$ cat src/rtl/ce_pkg.sv
package ce_pkg;
    localparam int WORD_W = 32;
    localparam int ADDR_W = 12;

    localparam int BIT_EN     = 0;
    localparam int BIT_DEND   = 2;
    localparam int METHOD_LSB = 4;
    localparam int BIT_DIR    = 7;
    localparam int KSZ_LSB    = 8;
    localparam int CHAIN_LSB  = 12;
    localparam int BIT_ARB    = 14;

    localparam logic [2:0] MTH_SHA1 = 3'd3;
    localparam logic [2:0] MTH_MD5  = 3'd4;

    localparam logic [ADDR_W-1:0] OFF_CTL   = 12'h000;
    localparam logic [ADDR_W-1:0] OFF_KEY0  = 12'h004;
    localparam logic [ADDR_W-1:0] OFF_IV0   = 12'h024;
    localparam logic [ADDR_W-1:0] OFF_FSTAT = 12'h044;
    localparam logic [ADDR_W-1:0] OFF_ISTAT = 12'h048;
    localparam logic [ADDR_W-1:0] OFF_DIG0  = 12'h04C;
    localparam logic [ADDR_W-1:0] OFF_RXF   = 12'h200;
    localparam logic [ADDR_W-1:0] OFF_TXF   = 12'h204;

    typedef enum logic [1:0] {
        ST_OFF   = 2'd0,
        ST_PRIME = 2'd1,
        ST_RUN   = 2'd2,
        ST_FLUSH = 2'd3
    } eng_state_e;

    function automatic logic [WORD_W-1:0] dig_seed(input int idx);
        case (idx)
            0:       return 32'h67452301;
            1:       return 32'hEFCDAB89;
            2:       return 32'h98BADCFE;
            3:       return 32'h10325476;
            4:       return 32'hC3D2E1F0;
            default: return '0;
        endcase
    endfunction
endpackage

$ cat src/rtl/ce_ctl_fsm.sv
module ce_ctl_fsm
    import ce_pkg::*;
(
    input  logic              clk,
    input  logic              rst_n,
    input  logic              ctl_wr,
    input  logic [WORD_W-1:0] wdata,
    output logic [WORD_W-1:0] ctl_q,
    output logic              preload_en,
    output logic              enable_rise,
    output logic              fifo_flush
);
    eng_state_e        state_q, state_d;
    logic [WORD_W-1:0] ctl_d;
    logic              wr_on, wr_off, was_on, hash_wr;

    assign was_on     = ctl_q[BIT_EN];
    assign wr_on      = ctl_wr && wdata[BIT_EN];
    assign wr_off     = ctl_wr && !wdata[BIT_EN];
    assign preload_en = wr_on && !was_on;
    assign hash_wr    = (wdata[METHOD_LSB +: 3] == MTH_SHA1) ||
                        (wdata[METHOD_LSB +: 3] == MTH_MD5);

    always_comb begin
        ctl_d = ctl_q;
        if (wr_off) begin
            ctl_d = '0;
        end else if (wr_on) begin
            ctl_d = wdata;
            if (hash_wr) ctl_d[BIT_DEND] = 1'b0;
        end
    end

    always_comb begin
        state_d = state_q;
        unique case (state_q)
            ST_OFF: begin
                if (wr_on)       state_d = ST_PRIME;
                else if (wr_off) state_d = ST_FLUSH;
            end
            ST_PRIME: begin
                if (wr_off) state_d = ST_FLUSH;
                else        state_d = ST_RUN;
            end
            ST_RUN: begin
                if (wr_off) state_d = ST_FLUSH;
            end
            ST_FLUSH: begin
                if (wr_on)       state_d = ST_PRIME;
                else if (wr_off) state_d = ST_FLUSH;
                else             state_d = ST_OFF;
            end
            default: state_d = ST_OFF;
        endcase
    end

    always_ff @(posedge clk or negedge rst_n) begin
        if (!rst_n) begin
            state_q <= ST_OFF;
            ctl_q   <= '0;
        end else begin
            state_q <= state_d;
            ctl_q   <= ctl_d;
        end
    end

    always_comb begin
        enable_rise = (state_q == ST_PRIME);
        fifo_flush  = (state_q == ST_FLUSH);
    end

    assert_start_edge_R4: assert property (@(posedge clk) disable iff (!rst_n)
        enable_rise |-> (ctl_q[BIT_EN] && !$past(ctl_q[BIT_EN])));

    assert_flush_zero_R3: assert property (@(posedge clk) disable iff (!rst_n)
        fifo_flush |-> (ctl_q == '0));

    assert_pulse_exclusive_R3: assert property (@(posedge clk) disable iff (!rst_n)
        $onehot0({enable_rise, fifo_flush}));

    assert_hash_dend_clear_R7: assert property (@(posedge clk) disable iff (!rst_n)
        (ctl_q[BIT_EN] && ((ctl_q[METHOD_LSB +: 3] == MTH_SHA1) ||
                           (ctl_q[METHOD_LSB +: 3] == MTH_MD5))) |-> !ctl_q[BIT_DEND]);
endmodule

$ cat src/rtl/ce_word_bank.sv
module ce_word_bank
    import ce_pkg::*;
#(
    parameter int                N_WORDS = 8,
    parameter logic [ADDR_W-1:0] BASE    = 12'h004
) (
    input  logic                      clk,
    input  logic                      rst_n,
    input  logic                      wr_en,
    input  logic [ADDR_W-1:0]         addr,
    input  logic [WORD_W-1:0]         wdata,
    output logic [N_WORDS*WORD_W-1:0] words
);
    for (genvar g = 0; g < N_WORDS; g++) begin : g_word
        logic              hit;
        logic [WORD_W-1:0] q;
        assign hit = wr_en && (addr == BASE + ADDR_W'(4 * g));
        always_ff @(posedge clk or negedge rst_n) begin
            if (!rst_n)   q <= '0;
            else if (hit) q <= wdata;
        end
        assign words[g*WORD_W +: WORD_W] = q;
    end

    assert_bank_hold_R12: assert property (@(posedge clk) disable iff (!rst_n)
        !wr_en |=> $stable(words));
endmodule

$ cat src/rtl/ce_digest_bank.sv
module ce_digest_bank
    import ce_pkg::*;
#(
    parameter int DIG_WORDS = 5,
    parameter int IV_WORDS  = 5
) (
    input  logic                        clk,
    input  logic                        rst_n,
    input  logic                        preload_en,
    input  logic                        arb_iv,
    input  logic                        md5_sel,
    input  logic [IV_WORDS*WORD_W-1:0]  iv_flat,
    input  logic                        upd_en,
    input  logic [DIG_WORDS*WORD_W-1:0] upd_data,
    output logic [DIG_WORDS*WORD_W-1:0] dig_flat
);
    for (genvar g = 0; g < DIG_WORDS; g++) begin : g_word
        localparam bit KEEP_ON_MD5 = (g >= 4);
        logic [WORD_W-1:0] q;
        logic [WORD_W-1:0] ivw;
        if (g < IV_WORDS) begin : g_iv
            assign ivw = iv_flat[g*WORD_W +: WORD_W];
        end else begin : g_noiv
            assign ivw = '0;
        end
        always_ff @(posedge clk or negedge rst_n) begin
            if (!rst_n) begin
                q <= '0;
            end else if (preload_en) begin
                if (arb_iv)                         q <= ivw;
                else if (!(KEEP_ON_MD5 && md5_sel)) q <= dig_seed(g);
            end else if (upd_en) begin
                q <= upd_data[g*WORD_W +: WORD_W];
            end
        end
        assign dig_flat[g*WORD_W +: WORD_W] = q;
    end

    assert_seed_word0_R5: assert property (@(posedge clk) disable iff (!rst_n)
        (preload_en && !arb_iv) |=> (dig_flat[WORD_W-1:0] == 32'h67452301));

    assert_iv_copy_R6: assert property (@(posedge clk) disable iff (!rst_n)
        (preload_en && arb_iv) |=> (dig_flat[WORD_W-1:0] == $past(iv_flat[WORD_W-1:0])));

    if (DIG_WORDS > 4) begin : g_md5_chk
        assert_md5_keeps_w4_R5: assert property (@(posedge clk) disable iff (!rst_n)
            (preload_en && !arb_iv && md5_sel) |=>
                $stable(dig_flat[4*WORD_W +: WORD_W]));
    end
endmodule

$ cat src/rtl/ce_regbank.sv
module ce_regbank
    import ce_pkg::*;
#(
    parameter int KEY_WORDS = 8,
    parameter int IV_WORDS  = 5,
    parameter int DIG_WORDS = 5,
    parameter int RX_DEPTH  = 32,
    parameter int TX_DEPTH  = 33,
    localparam int CNT_W    = $clog2(TX_DEPTH + 1)
) (
    input  logic                        clk,
    input  logic                        rst_n,
    input  logic                        bus_wr,
    input  logic                        bus_rd,
    input  logic [11:0]                 bus_addr,
    input  logic [31:0]                 bus_wdata,
    output logic [31:0]                 bus_rdata,
    input  logic [CNT_W-1:0]            rx_used,
    input  logic [CNT_W-1:0]            tx_used,
    input  logic [31:0]                 rx_head,
    input  logic [31:0]                 tx_head,
    input  logic                        dig_upd_en,
    input  logic [DIG_WORDS*32-1:0]     dig_upd_data,
    output logic                        eng_enable,
    output logic [2:0]                  eng_method,
    output logic                        eng_decrypt,
    output logic [1:0]                  eng_key_size,
    output logic [1:0]                  eng_chain,
    output logic                        eng_arb_iv,
    output logic                        eng_data_end,
    output logic                        eng_start,
    output logic                        fifo_flush,
    output logic                        rx_push,
    output logic                        tx_pop,
    output logic [KEY_WORDS*32-1:0]     key_words,
    output logic [IV_WORDS*32-1:0]      iv_words,
    output logic [DIG_WORDS*32-1:0]     dig_words
);
    logic [WORD_W-1:0] ctl_q;
    logic              ctl_wr, preload_en;
    logic [7:0]        rx_free;

    assign ctl_wr  = bus_wr && (bus_addr == OFF_CTL);
    assign rx_free = 8'(RX_DEPTH) - 8'(rx_used);

    ce_ctl_fsm u_fsm (
        .clk         (clk),
        .rst_n       (rst_n),
        .ctl_wr      (ctl_wr),
        .wdata       (bus_wdata),
        .ctl_q       (ctl_q),
        .preload_en  (preload_en),
        .enable_rise (eng_start),
        .fifo_flush  (fifo_flush)
    );

    ce_word_bank #(.N_WORDS(KEY_WORDS), .BASE(OFF_KEY0)) u_key (
        .clk   (clk),
        .rst_n (rst_n),
        .wr_en (bus_wr),
        .addr  (bus_addr),
        .wdata (bus_wdata),
        .words (key_words)
    );

    ce_word_bank #(.N_WORDS(IV_WORDS), .BASE(OFF_IV0)) u_iv (
        .clk   (clk),
        .rst_n (rst_n),
        .wr_en (bus_wr),
        .addr  (bus_addr),
        .wdata (bus_wdata),
        .words (iv_words)
    );

    ce_digest_bank #(.DIG_WORDS(DIG_WORDS), .IV_WORDS(IV_WORDS)) u_dig (
        .clk        (clk),
        .rst_n      (rst_n),
        .preload_en (preload_en),
        .arb_iv     (bus_wdata[BIT_ARB]),
        .md5_sel    (bus_wdata[METHOD_LSB +: 3] == MTH_MD5),
        .iv_flat    (iv_words),
        .upd_en     (dig_upd_en),
        .upd_data   (dig_upd_data),
        .dig_flat   (dig_words)
    );

    assign eng_enable   = ctl_q[BIT_EN];
    assign eng_method   = ctl_q[METHOD_LSB +: 3];
    assign eng_decrypt  = ctl_q[BIT_DIR];
    assign eng_key_size = ctl_q[KSZ_LSB +: 2];
    assign eng_chain    = ctl_q[CHAIN_LSB +: 2];
    assign eng_arb_iv   = ctl_q[BIT_ARB];
    assign eng_data_end = ctl_q[BIT_DEND];

    assign rx_push = bus_wr && (bus_addr == OFF_RXF) && eng_enable;
    assign tx_pop  = bus_rd && (bus_addr == OFF_TXF) && (tx_used != '0);

    always_comb begin
        bus_rdata = '0;
        if (bus_rd) begin
            if (bus_addr == OFF_CTL)   bus_rdata = ctl_q;
            if (bus_addr == OFF_FSTAT) bus_rdata = {rx_free, 8'(tx_used), 16'h0000};
            if (bus_addr == OFF_ISTAT) bus_rdata = '0;
            if (bus_addr == OFF_RXF)   bus_rdata = rx_head;
            if (bus_addr == OFF_TXF && tx_used != '0) bus_rdata = tx_head;
            for (int i = 0; i < KEY_WORDS; i++)
                if (bus_addr == OFF_KEY0 + ADDR_W'(4 * i)) bus_rdata = key_words[i*32 +: 32];
            for (int i = 0; i < IV_WORDS; i++)
                if (bus_addr == OFF_IV0 + ADDR_W'(4 * i)) bus_rdata = iv_words[i*32 +: 32];
            for (int i = 0; i < DIG_WORDS; i++)
                if (bus_addr == OFF_DIG0 + ADDR_W'(4 * i)) bus_rdata = dig_words[i*32 +: 32];
        end
    end

    assert_empty_tx_reads_zero_R11: assert property (@(posedge clk) disable iff (!rst_n)
        (bus_rd && bus_addr == OFF_TXF && tx_used == '0) |-> (bus_rdata == '0 && !tx_pop));

    assert_push_needs_enable_R10: assert property (@(posedge clk) disable iff (!rst_n)
        (bus_wr && bus_addr == OFF_RXF && $past(fifo_flush) && !eng_start) |-> !rx_push);
endmodule

$ cat config.mk
export PLATFORM = sky130hd
export DESIGN_NAME = ce_regbank
export DESIGN_NICKNAME = d
export VERILOG_FILES = /design/src/rtl/ce_pkg.sv /design/src/rtl/ce_ctl_fsm.sv /design/src/rtl/ce_word_bank.sv /design/src/rtl/ce_digest_bank.sv /design/src/rtl/ce_regbank.sv
export SDC_FILE = /design/constraint.sdc
export NUM_CORES = 1
export LEC_CHECK = 0
export ABC_AREA = 0
export BUFFER_PORTS_ARGS = -buffer_cell sky130_fd_sc_hd__buf_2
export CORE_AREA = 2 2 352 354
export CTS_CLUSTER_DIAMETER = 60
export CTS_CLUSTER_SIZE = 8
export DETAILED_ROUTE_END_ITERATION = 8
export DIE_AREA = 0 0 354 356
export PLACE_DENSITY_LB_ADDON = 0.2
export SETUP_SLACK_MARGIN = 0.3
export SYNTH_ARGS = -nofsm -noshare
export SYNTH_HDL_FRONTEND = slang
export SYNTH_SLANG_ARGS = --single-unit
$ cat constraint.sdc
create_clock -name clk -period 2.7 [get_ports clk]
set_input_delay 0 -clock clk [delete_from_list [all_inputs] [get_ports clk]]
set_output_delay 0 -clock clk [all_outputs]
set_load 0.05 [all_outputs]
Word-level counts from Yosys, hierarchy flattened
Cells that the tools add are included.
{"block": "totals", "out_inout_bits": 623, "ff_bits": 610, "elab_cells": 129, "input_bits": 285}
{"block": "classes", "addsub": 1, "eq_ne": 28, "mux": 49, "n_reduce_logical": 31}
{"op": "32-bit 2-to-1 mux", "count": 42}
{"op": "12-bit by 7-bit equality test with 1-bit output, second input constant", "count": 7}
{"op": "12-bit by 6-bit equality test with 1-bit output, second input constant", "count": 6}
{"op": "12-bit by 5-bit equality test with 1-bit output, second input constant", "count": 4}
{"op": "12-bit by 10-bit equality test with 1-bit output, second input constant", "count": 2}
{"op": "12-bit by 4-bit equality test with 1-bit output, second input constant", "count": 2}
{"op": "1-bit logical AND", "count": 22}
{"op": "12-bit by 3-bit equality test with 1-bit output, second input constant", "count": 1}
{"op": "12-bit zero test", "count": 1}
{"op": "2-bit 2-to-1 mux", "count": 4}
{"op": "2-bit case mux with 4 select lines", "count": 1}
{"op": "6-bit by 6-bit subtractor with 7-bit output, first input constant", "count": 1}
{"op": "6-bit nonzero test", "count": 1}
{"op": "2-bit equality test, second input constant", "count": 2}
{"op": "2-bit nonzero test", "count": 2}
{"op": "3-bit by 2-bit equality test with 1-bit output, second input constant", "count": 1}
{"op": "3-bit equality test, second input constant", "count": 1}
{"op": "3-bit inequality test, second input constant", "count": 1}
{"op": "2-bit by 1-bit equality test with 1-bit output, second input constant", "count": 1}
{"op": "1-bit zero test", "count": 2}
{"op": "2-bit zero test", "count": 1}
{"op": "1-bit 2-to-1 mux", "count": 2}
{"op": "2-bit AND reduction", "count": 1}
{"op": "1-bit logical OR", "count": 1}

Depth between registers and ports, before layout
Gate-level depths: netlist of run 1.
{"block": "depth", "word_depth": 25, "ltp_mapped": 12, "ltp_nobuf": 9}

By module
Synthesis of run 1 repeated with hierarchy kept, for this count alone.
{"block": "hier_totals", "hier_cells": 2605, "area_unflattened_um2": 30133.9}
{"module": "ce_word_bank at u_key", "cells_each": 554, "area_each_um2": 9754.4, "seq_area_each_um2": 6406.1, "instances": 1}
{"module": "ce_digest_bank", "cells_each": 681, "area_each_um2": 7374.6, "seq_area_each_um2": 4003.8, "instances": 1}
{"module": "ce_word_bank at u_iv", "cells_each": 348, "area_each_um2": 6079.6, "seq_area_each_um2": 4003.8, "instances": 1}
{"module": "ce_regbank", "cells_each": 938, "area_each_um2": 5661.7, "seq_area_each_um2": 0.0, "instances": 1}
{"module": "ce_ctl_fsm", "cells_each": 84, "area_each_um2": 1263.7, "seq_area_each_um2": 850.8, "instances": 1}

Worst setup path before layout of run 1
OpenSTA, ideal clock, no wires.
{"block": "synth_timing", "kind": "input to output", "from": "in bus_addr[9]", "to": "out bus_rdata[19]", "cell_stages": 9, "required_ns": 2.700, "slack_ns": -0.529, "path_buffers": 3, "arrival_ns": 3.229, "path_cell_list": "buf_2 > or4_4 > buf_2 > nor4_4 > clkbuf_1 > a221oi_1 > nand3_1 > o221ai_1 > a211oi_1"}
{"block": "synth_via", "elab_chain_len": 25, "word_cells_on_any_way": 48, "cone_classes": "eq/ne: 22; mux: 24; reduce/logical: 2"}
{"item": "start, declared", "line_no": "ce_regbank.sv:15", "source": "input logic [11:0] bus_addr,"}
{"item": "12-bit zero test", "line_no": "ce_regbank.sv:101", "source": "if (bus_addr == OFF_CTL) bus_rdata = ctl_q;"}
{"item": "32-bit 2-to-1 mux", "line_no": "ce_regbank.sv:101"}
{"item": "32-bit 2-to-1 mux", "line_no": "ce_regbank.sv:102", "source": "if (bus_addr == OFF_FSTAT) bus_rdata = {rx_free, 8'(tx_used), 16'h0000};"}
{"item": "32-bit 2-to-1 mux", "line_no": "ce_regbank.sv:103", "source": "if (bus_addr == OFF_ISTAT) bus_rdata = '0;"}
{"item": "32-bit 2-to-1 mux", "line_no": "ce_regbank.sv:104", "source": "if (bus_addr == OFF_RXF) bus_rdata = rx_head;"}
{"item": "32-bit 2-to-1 mux", "line_no": "ce_regbank.sv:105", "source": "if (bus_addr == OFF_TXF && tx_used != '0) bus_rdata = tx_head;"}
{"item": "32-bit 2-to-1 mux (8 in series)", "line_no": "ce_regbank.sv:107", "source": "if (bus_addr == OFF_KEY0 + ADDR_W'(4 * i)) bus_rdata = key_words[i*32 +: 32];"}
{"item": "32-bit 2-to-1 mux (5 in series)", "line_no": "ce_regbank.sv:109", "source": "if (bus_addr == OFF_IV0 + ADDR_W'(4 * i)) bus_rdata = iv_words[i*32 +: 32];"}
{"item": "32-bit 2-to-1 mux (4 in series)", "line_no": "ce_regbank.sv:111", "source": "if (bus_addr == OFF_DIG0 + ADDR_W'(4 * i)) bus_rdata = dig_words[i*32 +: 32];"}
{"item": "32-bit 2-to-1 mux *", "line_no": "ce_regbank.sv:111"}
{"item": "32-bit 2-to-1 mux *", "line_no": "ce_regbank.sv:100", "source": "if (bus_rd) begin"}
{"item": "end, declared", "line_no": "ce_regbank.sv:17", "source": "output logic [31:0] bus_rdata,"}
Every way passes the cells marked *; elsewhere a longest branch is shown, timed or not.

Worst setup path after layout of run 1
{"block": "layout_timing", "from": "reg u_iv.g_word[0].q[1]", "to": "out bus_rdata[1]"}
{"block": "layout_via", "elab_chain_len": 11}
{"item": "start, declared", "line_no": "ce_word_bank.sv:16", "source": "logic [WORD_W-1:0] q;"}
{"item": "start signal, assigned", "line_no": "ce_word_bank.sv:20", "source": "else if (hit) q <= wdata;"}
{"item": "32-bit 2-to-1 mux (5 in series)", "line_no": "ce_regbank.sv:109"}
{"item": "32-bit 2-to-1 mux (5 in series)", "line_no": "ce_regbank.sv:111"}
{"item": "32-bit 2-to-1 mux", "line_no": "ce_regbank.sv:100"}
Every way passes these cells.

==> results of run 1 <==
## worst min-delay path by stage
stage | start | to | slack, ps | cells after the start
after floorplan | rst_n | async pin | -300 | 0
after global placement | rst_n | u_key.g_word[4].q[0]$_DFFE_PN0P_ | 30 | 1
after detailed placement | rst_n | u_key.g_word[0].q[8]$_DFFE_PN0P_ | 30 | 1
after CTS | bus_wdata[0] | u_fsm.ctl_q[5]$_DFFE_PN0P_ | 20 | 4
after global routing | bus_wdata[0] | u_fsm.ctl_q[6]$_DFFE_PN0P_ | 70 | 4
final | bus_wdata[0] | u_fsm.ctl_q[3]$_DFFE_PN0P_ | 50 | 4
## routing by layer
layer	track usage, %	share of wire, %	wire (um)	vias up
met3	8.04	8.5	17400	318
met2	48.0	45	91100	1628
met1	42.6	44	88900	16400
met5	0	0.10	209	-
li1	-	-	-	13400
met4	8.75	3.0	6110	34
## synthesized netlist by cell type (41+ instances only)
master / instances
buf_2: 51
nor3b_1: 67
nand2_1: 180
dfrtp_1: 610
a21oi_1: 287
mux2i_1: 141
clkbuf_1: 168
a22oi_1: 80
o21ai_0: 150
a221oi_1: 41
nor2_1: 79
mux2_2: 412
## metrics by stage
step	util (%)	power [mW]	TNS [ps]
after floorplan	-	11.3	0
after global placement	33.3	12.8	-54640
after detailed placement	33.3	12.8	-53280
after CTS	39.4	25.5	-1940
after global routing	40.0	26.1	-3660
final	40.0	25.4	-2250
## registers in the layout (all words and copies together) (netlist names), named ones only
signal / cells
u_key.g_word.q: 256
u_dig.g_word.q: 160
u_iv.g_word.q: 160
u_fsm.ctl_q: 32
u_fsm.state_q: 1
## worst reg2reg max path, stage by stage (launching register included)
cell and delay (ps):
dfrtp_1 380, nand4b_1 170, buf_4 180, buf_4 230, buf_12 230, nor3b_1 640, a21oi_1 70
## power by group through the flow
stage	sequential (mW)	combinational, mW	clock [mW]
global route	9.80	3.35	12.9
floorplan	10.7	0.631	0
CTS	9.78	3.17	12.6
finish	9.79	3.20	12.4
global placement	9.93	2.85	0
detailed placement	9.93	2.86	0
## cell families after synthesis
group,count (synthesis),synth area share (%)
AOI/OAI and AO/OA,772,16.2
DFF,610,50.5
muxes,559,20.2
and+or+nand+nor,520,9.24
buffers and inverters,266,3.64
xor gates and xnor gates,4,0.116
adders and majority gates,1,0.0414
## repair_timing
item	4_1_cts	5_1_grt
endpoints found under the hold margin	1190	0
buffers inserted	102	15
hold buffers	193	0
setup endpoints to repair	37	68
pin swaps	122	79
gates resized for setup	354	90
gates cloned	0	4
## area by class of cell
type / instances / area share [%]
antenna: 12 / 0.0612
clock buffer: 117 / 5.46
clock inverter: 30 / 0.821
inverter: 7 / 0.0535
multi-input combinational: 1856 / 32.3
sequential: 610 / 31.1
tap: 1637 / 4.17
timing repair buffer: 1674 / 26.0
==> impl_metrics.env, run 1 <==
export IMPL_grt_pass1_wl_um=273000
export IMPL_via_count=31800
export IMPL_avgRoutedWirePerCell_um=34.3
export IMPL_start_kind="flip-flop"
export IMPL_crit_path_cell_trace="mux2i_1 > nor3_1 > buf_4 > a221o_1 > a211oi_4 > a31oi_4 > a2111oi_4 > buf_4 > o22ai_4 > buf_6"
export IMPL_postSynthAreaPerCell_um2=11.1
export IMPL_placed_area_mm2=0.0409
export IMPL_die_height_um=356
export IMPL_via_per_inst=5.35
export IMPL_max_freq_ghz=0.325
export IMPL_synth_largest_area_cell="dfrtp_1"
export IMPL_cp_max_fo=2
export IMPL_max_slew_worst_pin_slew_ps=820
export IMPL_seq_power_share_pct=38.6
export IMPL_seqCellArea_mm2=0.0153
export IMPL_finalMaxSlewViolations=0
export IMPL_routed_wl_um=204000
export IMPL_layout_common_cells="buf_2, dfrtp_1, mux2_2, buf_4, a21oi_1"
export IMPL_syn_num_nets=3018
export IMPL_post_dp_hpwl_um=156000
export IMPL_die_w_um=354
export IMPL_yosys_warnings=0
export IMPL_drt_pass1_iter_count=6
export IMPL_rows=129
export IMPL_worstPathRequired_ps=2700
export IMPL_arrival_ps=3070
export IMPL_ant_nets=0
export IMPL_max_vdd_ir_drop_mv=0.417
export IMPL_io_pins=908
export IMPL_htree_levels=3
export IMPL_ff2ff_setup_slack_ps=630
export IMPL_critPathMaxStageDelay_ps=410
export IMPL_clockPowerShare_pct=48.8
export IMPL_reg2reg_depth=6
export IMPL_critPathLaunch="u_iv.g_word[0].q[1]$_DFFE_PN0P_"
export IMPL_critPathTopFamily="compound AO/OA/AOI/OAI gates"
export IMPL_p_leak_nw=24.5
export IMPL_core_area_mm2=0.123
export IMPL_dp_cells=5470
export IMPL_clock_sinks=610
export IMPL_n_fill_cell=12200
export IMPL_grt_overflow=0
export IMPL_synth_cells=2732
export IMPL_gp_congestion=0.911
export IMPL_sw_frac_of_total_pct=29.2
export IMPL_cp_depth=10
export IMPL_reg2reg_to="u_dig.g_word[0].q[22]$_DFFE_PN0P_"
export IMPL_drcViolationCount=0
export IMPL_ys_top_cells_by_area="dfrtp_1, mux2_2, a21oi_1, mux2i_1, o21ai_0"
export IMPL_reg2reg_from="u_fsm.ctl_q[0]$_DFFE_PN0P_"
export IMPL_io_buffers=907
export IMPL_drt_iter0_drc=3364
export IMPL_dieArea_mm2=0.126
export IMPL_power_frac_comb_pct=12.6
export IMPL_grt_pass1_vias=31300
export IMPL_synthFlopType="dfrtp_1"
export IMPL_grtUsageTotal_pct=31.0
export IMPL_setup_ws_ps=-372
export IMPL_rsz0062_at_grt="true"
export IMPL_initial_core_util_pct=24.6
export IMPL_synth_edf_count=0
export IMPL_violations="negative setup slack"
export IMPL_multi_input_area_mm2=0.0158
export IMPL_setup_viol=23
export IMPL_cts_root_buf="clkbuf_16"
export IMPL_ys_types=74
export IMPL_cts_buffers=101
export IMPL_post_route_cell_area_mm2=0.0491
export IMPL_finClkSkew_ps=32.6
export IMPL_synthArstFlopShare_pct=100
export IMPL_min_period_ps=3070
export IMPL_final_cell_count_no_fill=5943
export IMPL_place_ws_ps=-965
export IMPL_drv_cap=0
export IMPL_critPathCapture="bus_rdata[1]"
export IMPL_period_share_pct=114
export IMPL_cts_tree="built"
export IMPL_worstSetupEndpointType="output pin"
export IMPL_holdWs_ps=51.5
export IMPL_grt_max_degree=128
export IMPL_ys_seq_elements=610
export IMPL_cpMaxStageDelayCell="dfrtp_1"
export IMPL_p_sw_mw=7.40
export IMPL_final_common_cell="buf_2"
export IMPL_synth_top_area_share_pct=50.5
export IMPL_fin_nets=4536
export IMPL_p_int_mw=18.0
export IMPL_min_path_type="in -> reg"
export IMPL_synth_area_mm2=0.0302
export IMPL_antenna_found_initial=32
export IMPL_status="finished, violations left"
export IMPL_clk_latency_ps=700
export IMPL_critical_path_class="reg -> out"
export IMPL_relSlewSlack_pct=45.3
export IMPL_cpMostUsedCell="buf_4"
export IMPL_drive_above_1_share_pct=53.6
export IMPL_pwr_density_cell_mw_per_mm2=517
export IMPL_final_hold_violation_count=0
export IMPL_clk_pin_slew_worst_paths_ps=50
export IMPL_ys_seq_area_share_pct=50.5
export IMPL_cp_buffers_inverters=3
export IMPL_area_delta_synth_final_pct=62.3
export IMPL_clock_path_buffers=3
Power figures use the tool's default switching activity.
==> inputs of run 2 (changes only) <==
--- a/config.mk
+++ b/config.mk
@@ -7,11 +7,11 @@
 export LEC_CHECK = 0
 export ABC_AREA = 0
 export BUFFER_PORTS_ARGS = -buffer_cell sky130_fd_sc_hd__buf_2
-export CORE_AREA = 2 2 352 354
+export CORE_AREA = 2 2 354 356
 export CTS_CLUSTER_DIAMETER = 60
 export CTS_CLUSTER_SIZE = 8
 export DETAILED_ROUTE_END_ITERATION = 8
-export DIE_AREA = 0 0 354 356
+export DIE_AREA = 0 0 356 358
 export PLACE_DENSITY_LB_ADDON = 0.2
 export SETUP_SLACK_MARGIN = 0.3
 export SYNTH_ARGS = -nofsm -noshare
==> impl_metrics.env, run 2 (synthesis gave the netlist of run 1 again) <==
export IMPL_rows=129
export IMPL_initial_core_util_pct=24.5
export IMPL_grt_pass1_vias=31300
export IMPL_max_slew_worst_pin_slew_ps=790
export IMPL_grt_overflow=0
export IMPL_post_dp_hpwl_um=156000
export IMPL_max_freq_ghz=0.322
export IMPL_gp_congestion=0.928
export IMPL_htree_levels=3
export IMPL_cp_max_fo=2
export IMPL_cts_root_buf="clkbuf_16"
export IMPL_via_count=32100
export IMPL_start_kind="flip-flop"
export IMPL_gr_usage_met2_pct=47.8
export IMPL_grtUsageMet3_pct=8.04
export IMPL_n_fill_cell=12300
export IMPL_violations="negative setup slack"
export IMPL_drive_above_1_share_pct=53.1
export IMPL_relSlewSlack_pct=47.3
export IMPL_rsz0062_at_grt="true"
export IMPL_routed_wl_um=207000
export IMPL_seqCellArea_mm2=0.0153
export IMPL_placed_area_mm2=0.0410
export IMPL_pwr_density_cell_mw_per_mm2=505
export IMPL_io_pins=908
export IMPL_setup_viol=28
export IMPL_use_met1_pct=42.2
export IMPL_worstPathRequired_ps=2700
export IMPL_dp_cells=5469
export IMPL_min_path_type="in -> async"
export IMPL_drt_pass1_iter_count=6
export IMPL_finalMaxSlewViolations=0
export IMPL_fin_nets=4547
export IMPL_critical_path_class="reg -> out"
export IMPL_worstSetupEndpointType="output pin"
export IMPL_min_period_ps=3100
export IMPL_drv_cap=0
export IMPL_via_per_inst=5.40
export IMPL_max_vdd_ir_drop_mv=0.435
export IMPL_dieArea_mm2=0.127
export IMPL_die_height_um=358
export IMPL_cts_buffers=97
export IMPL_io_buffers=907
export IMPL_drcViolationCount=0
export IMPL_die_w_um=356
export IMPL_largest_registers="u_key.g_word.q: 256 flops, u_dig.g_word.q: 160 flops, u_iv.g_word.q: 160 flops"
export IMPL_layout_common_cells="buf_2, dfrtp_1, mux2_2, buf_4, a21oi_1"
export IMPL_p_leak_nw=24.4
export IMPL_status="finished, violations left"
export IMPL_top_usage_layer="met2"
export IMPL_final_common_cell="buf_2"
export IMPL_final_hold_violation_count=0
export IMPL_top_register="u_key.g_word.q"
export IMPL_period_share_pct=115
export IMPL_core_area_mm2=0.123
export IMPL_grt_pass1_wl_um=273000
export IMPL_post_route_cell_area_mm2=0.0491
export IMPL_cts_tree="built"
export IMPL_arrival_ps=3100
export IMPL_ant_nets=0
export IMPL_multi_input_area_mm2=0.0158
export IMPL_drt_iter0_drc=3194
export IMPL_avgRoutedWirePerCell_um=34.8
export IMPL_clk_pin_slew_worst_paths_ps=50
export IMPL_grtUsageTotal_pct=30.9
export IMPL_grt_max_degree=133
export IMPL_final_cell_count_no_fill=5944
export IMPL_clk_latency_ps=680
export IMPL_clock_sinks=610
export IMPL_clock_path_buffers=3
export IMPL_setup_ws_ps=-403
export IMPL_antenna_found_initial=31
export IMPL_finClkSkew_ps=18.1
export IMPL_largest_register_ffs=256
export IMPL_area_delta_synth_final_pct=62.5
[run 2: timing repair]
action	CTS	global route
endpoints found under the setup margin	32	67
pin swaps	127	90
setup buffers	70	34
hold endpoints to repair	1178	0
gates cloned	0	10
hold buffers	220	0
gates resized for setup	317	132
[run 2: area by class of cell]
cell class,instances,area share (%)
clock inverter,21,0.565
multi-input combinational,1856,32.1
clock buffer,116,5.27
tap,1637,4.17
timing repair buffer,1689,26.7
sequential,610,31.1
inverter,7,0.0535
antenna,8,0.0408
[run 2: critical path, cell delays in order, from the launching register on]
cell,delay [ps]
dfrtp_1,420
mux2i_2,210
nor3_2,80
buf_4,150
a221o_1,330
a211oi_2,220
buf_4,160
a31oi_1,70
buf_4,170
a2111oi_4,190
buf_4,180
o22ai_4,70
buf_12,160
[run 2: per-stage QoR]
stage                     util [%]  setup TNS, ps  total power [mW]  setup WS (ps)  hold slack (ps)
after floorplan                  -              0              11.3            285             -296
after global placement        33.3         -30360              12.8           -634            -35.6
after detailed placement      33.3         -29040              12.8           -568            -37.8
after CTS                     39.0          -2980              24.9           -475             5.70
after global routing          39.8          -5440              25.5           -535             41.2
final                         39.8          -3320              24.8           -403             49.9
[run 2: per-layer routing]
metal,wire length (um),vias up
li1,-,13400
met1,89000,16700
met2,92900,1687
met3,18000,334
met4,6810,34
met5,213,-
[run 2: power breakdown]
part	switching, mW	internal [mW]	total, mW	leakage, nW
clock network	4.71	7.07	11.8	1.39
registers	0.371	9.42	9.79	8.16
logic	2.21	1.01	3.22	14.9
[run 2: worst paths after layout]
| path | startpoint | endpoint | slack, ps | cells after the start |
|---|---|---|---|---|
| max | u_iv.g_word[0].q[1]$_DFFE_PN0P_ | bus_rdata[1] | -400 | 12 |
| min in group clk | dig_upd_en | u_dig.g_word[2].q[3]$_DFFE_PN0P_ | 70 | 3 |
| max in group asynchronous | rst_n | u_iv.g_word[0].q[16]$_DFFE_PN0P_ | 1850 | 3 |
| min | rst_n | u_iv.g_word[1].q[25]$_DFFE_PN0P_ | 50 | 3 |
| min reg2reg | u_fsm.ctl_q[20]$_DFFE_PN0P_ | u_fsm.ctl_q[20]$_DFFE_PN0P_ | 490 | 2 |
| max reg2reg | u_fsm.ctl_q[0]$_DFFE_PN0P_ | u_dig.g_word[4].q[25]$_DFFE_PN0P_ | 800 | 7 |
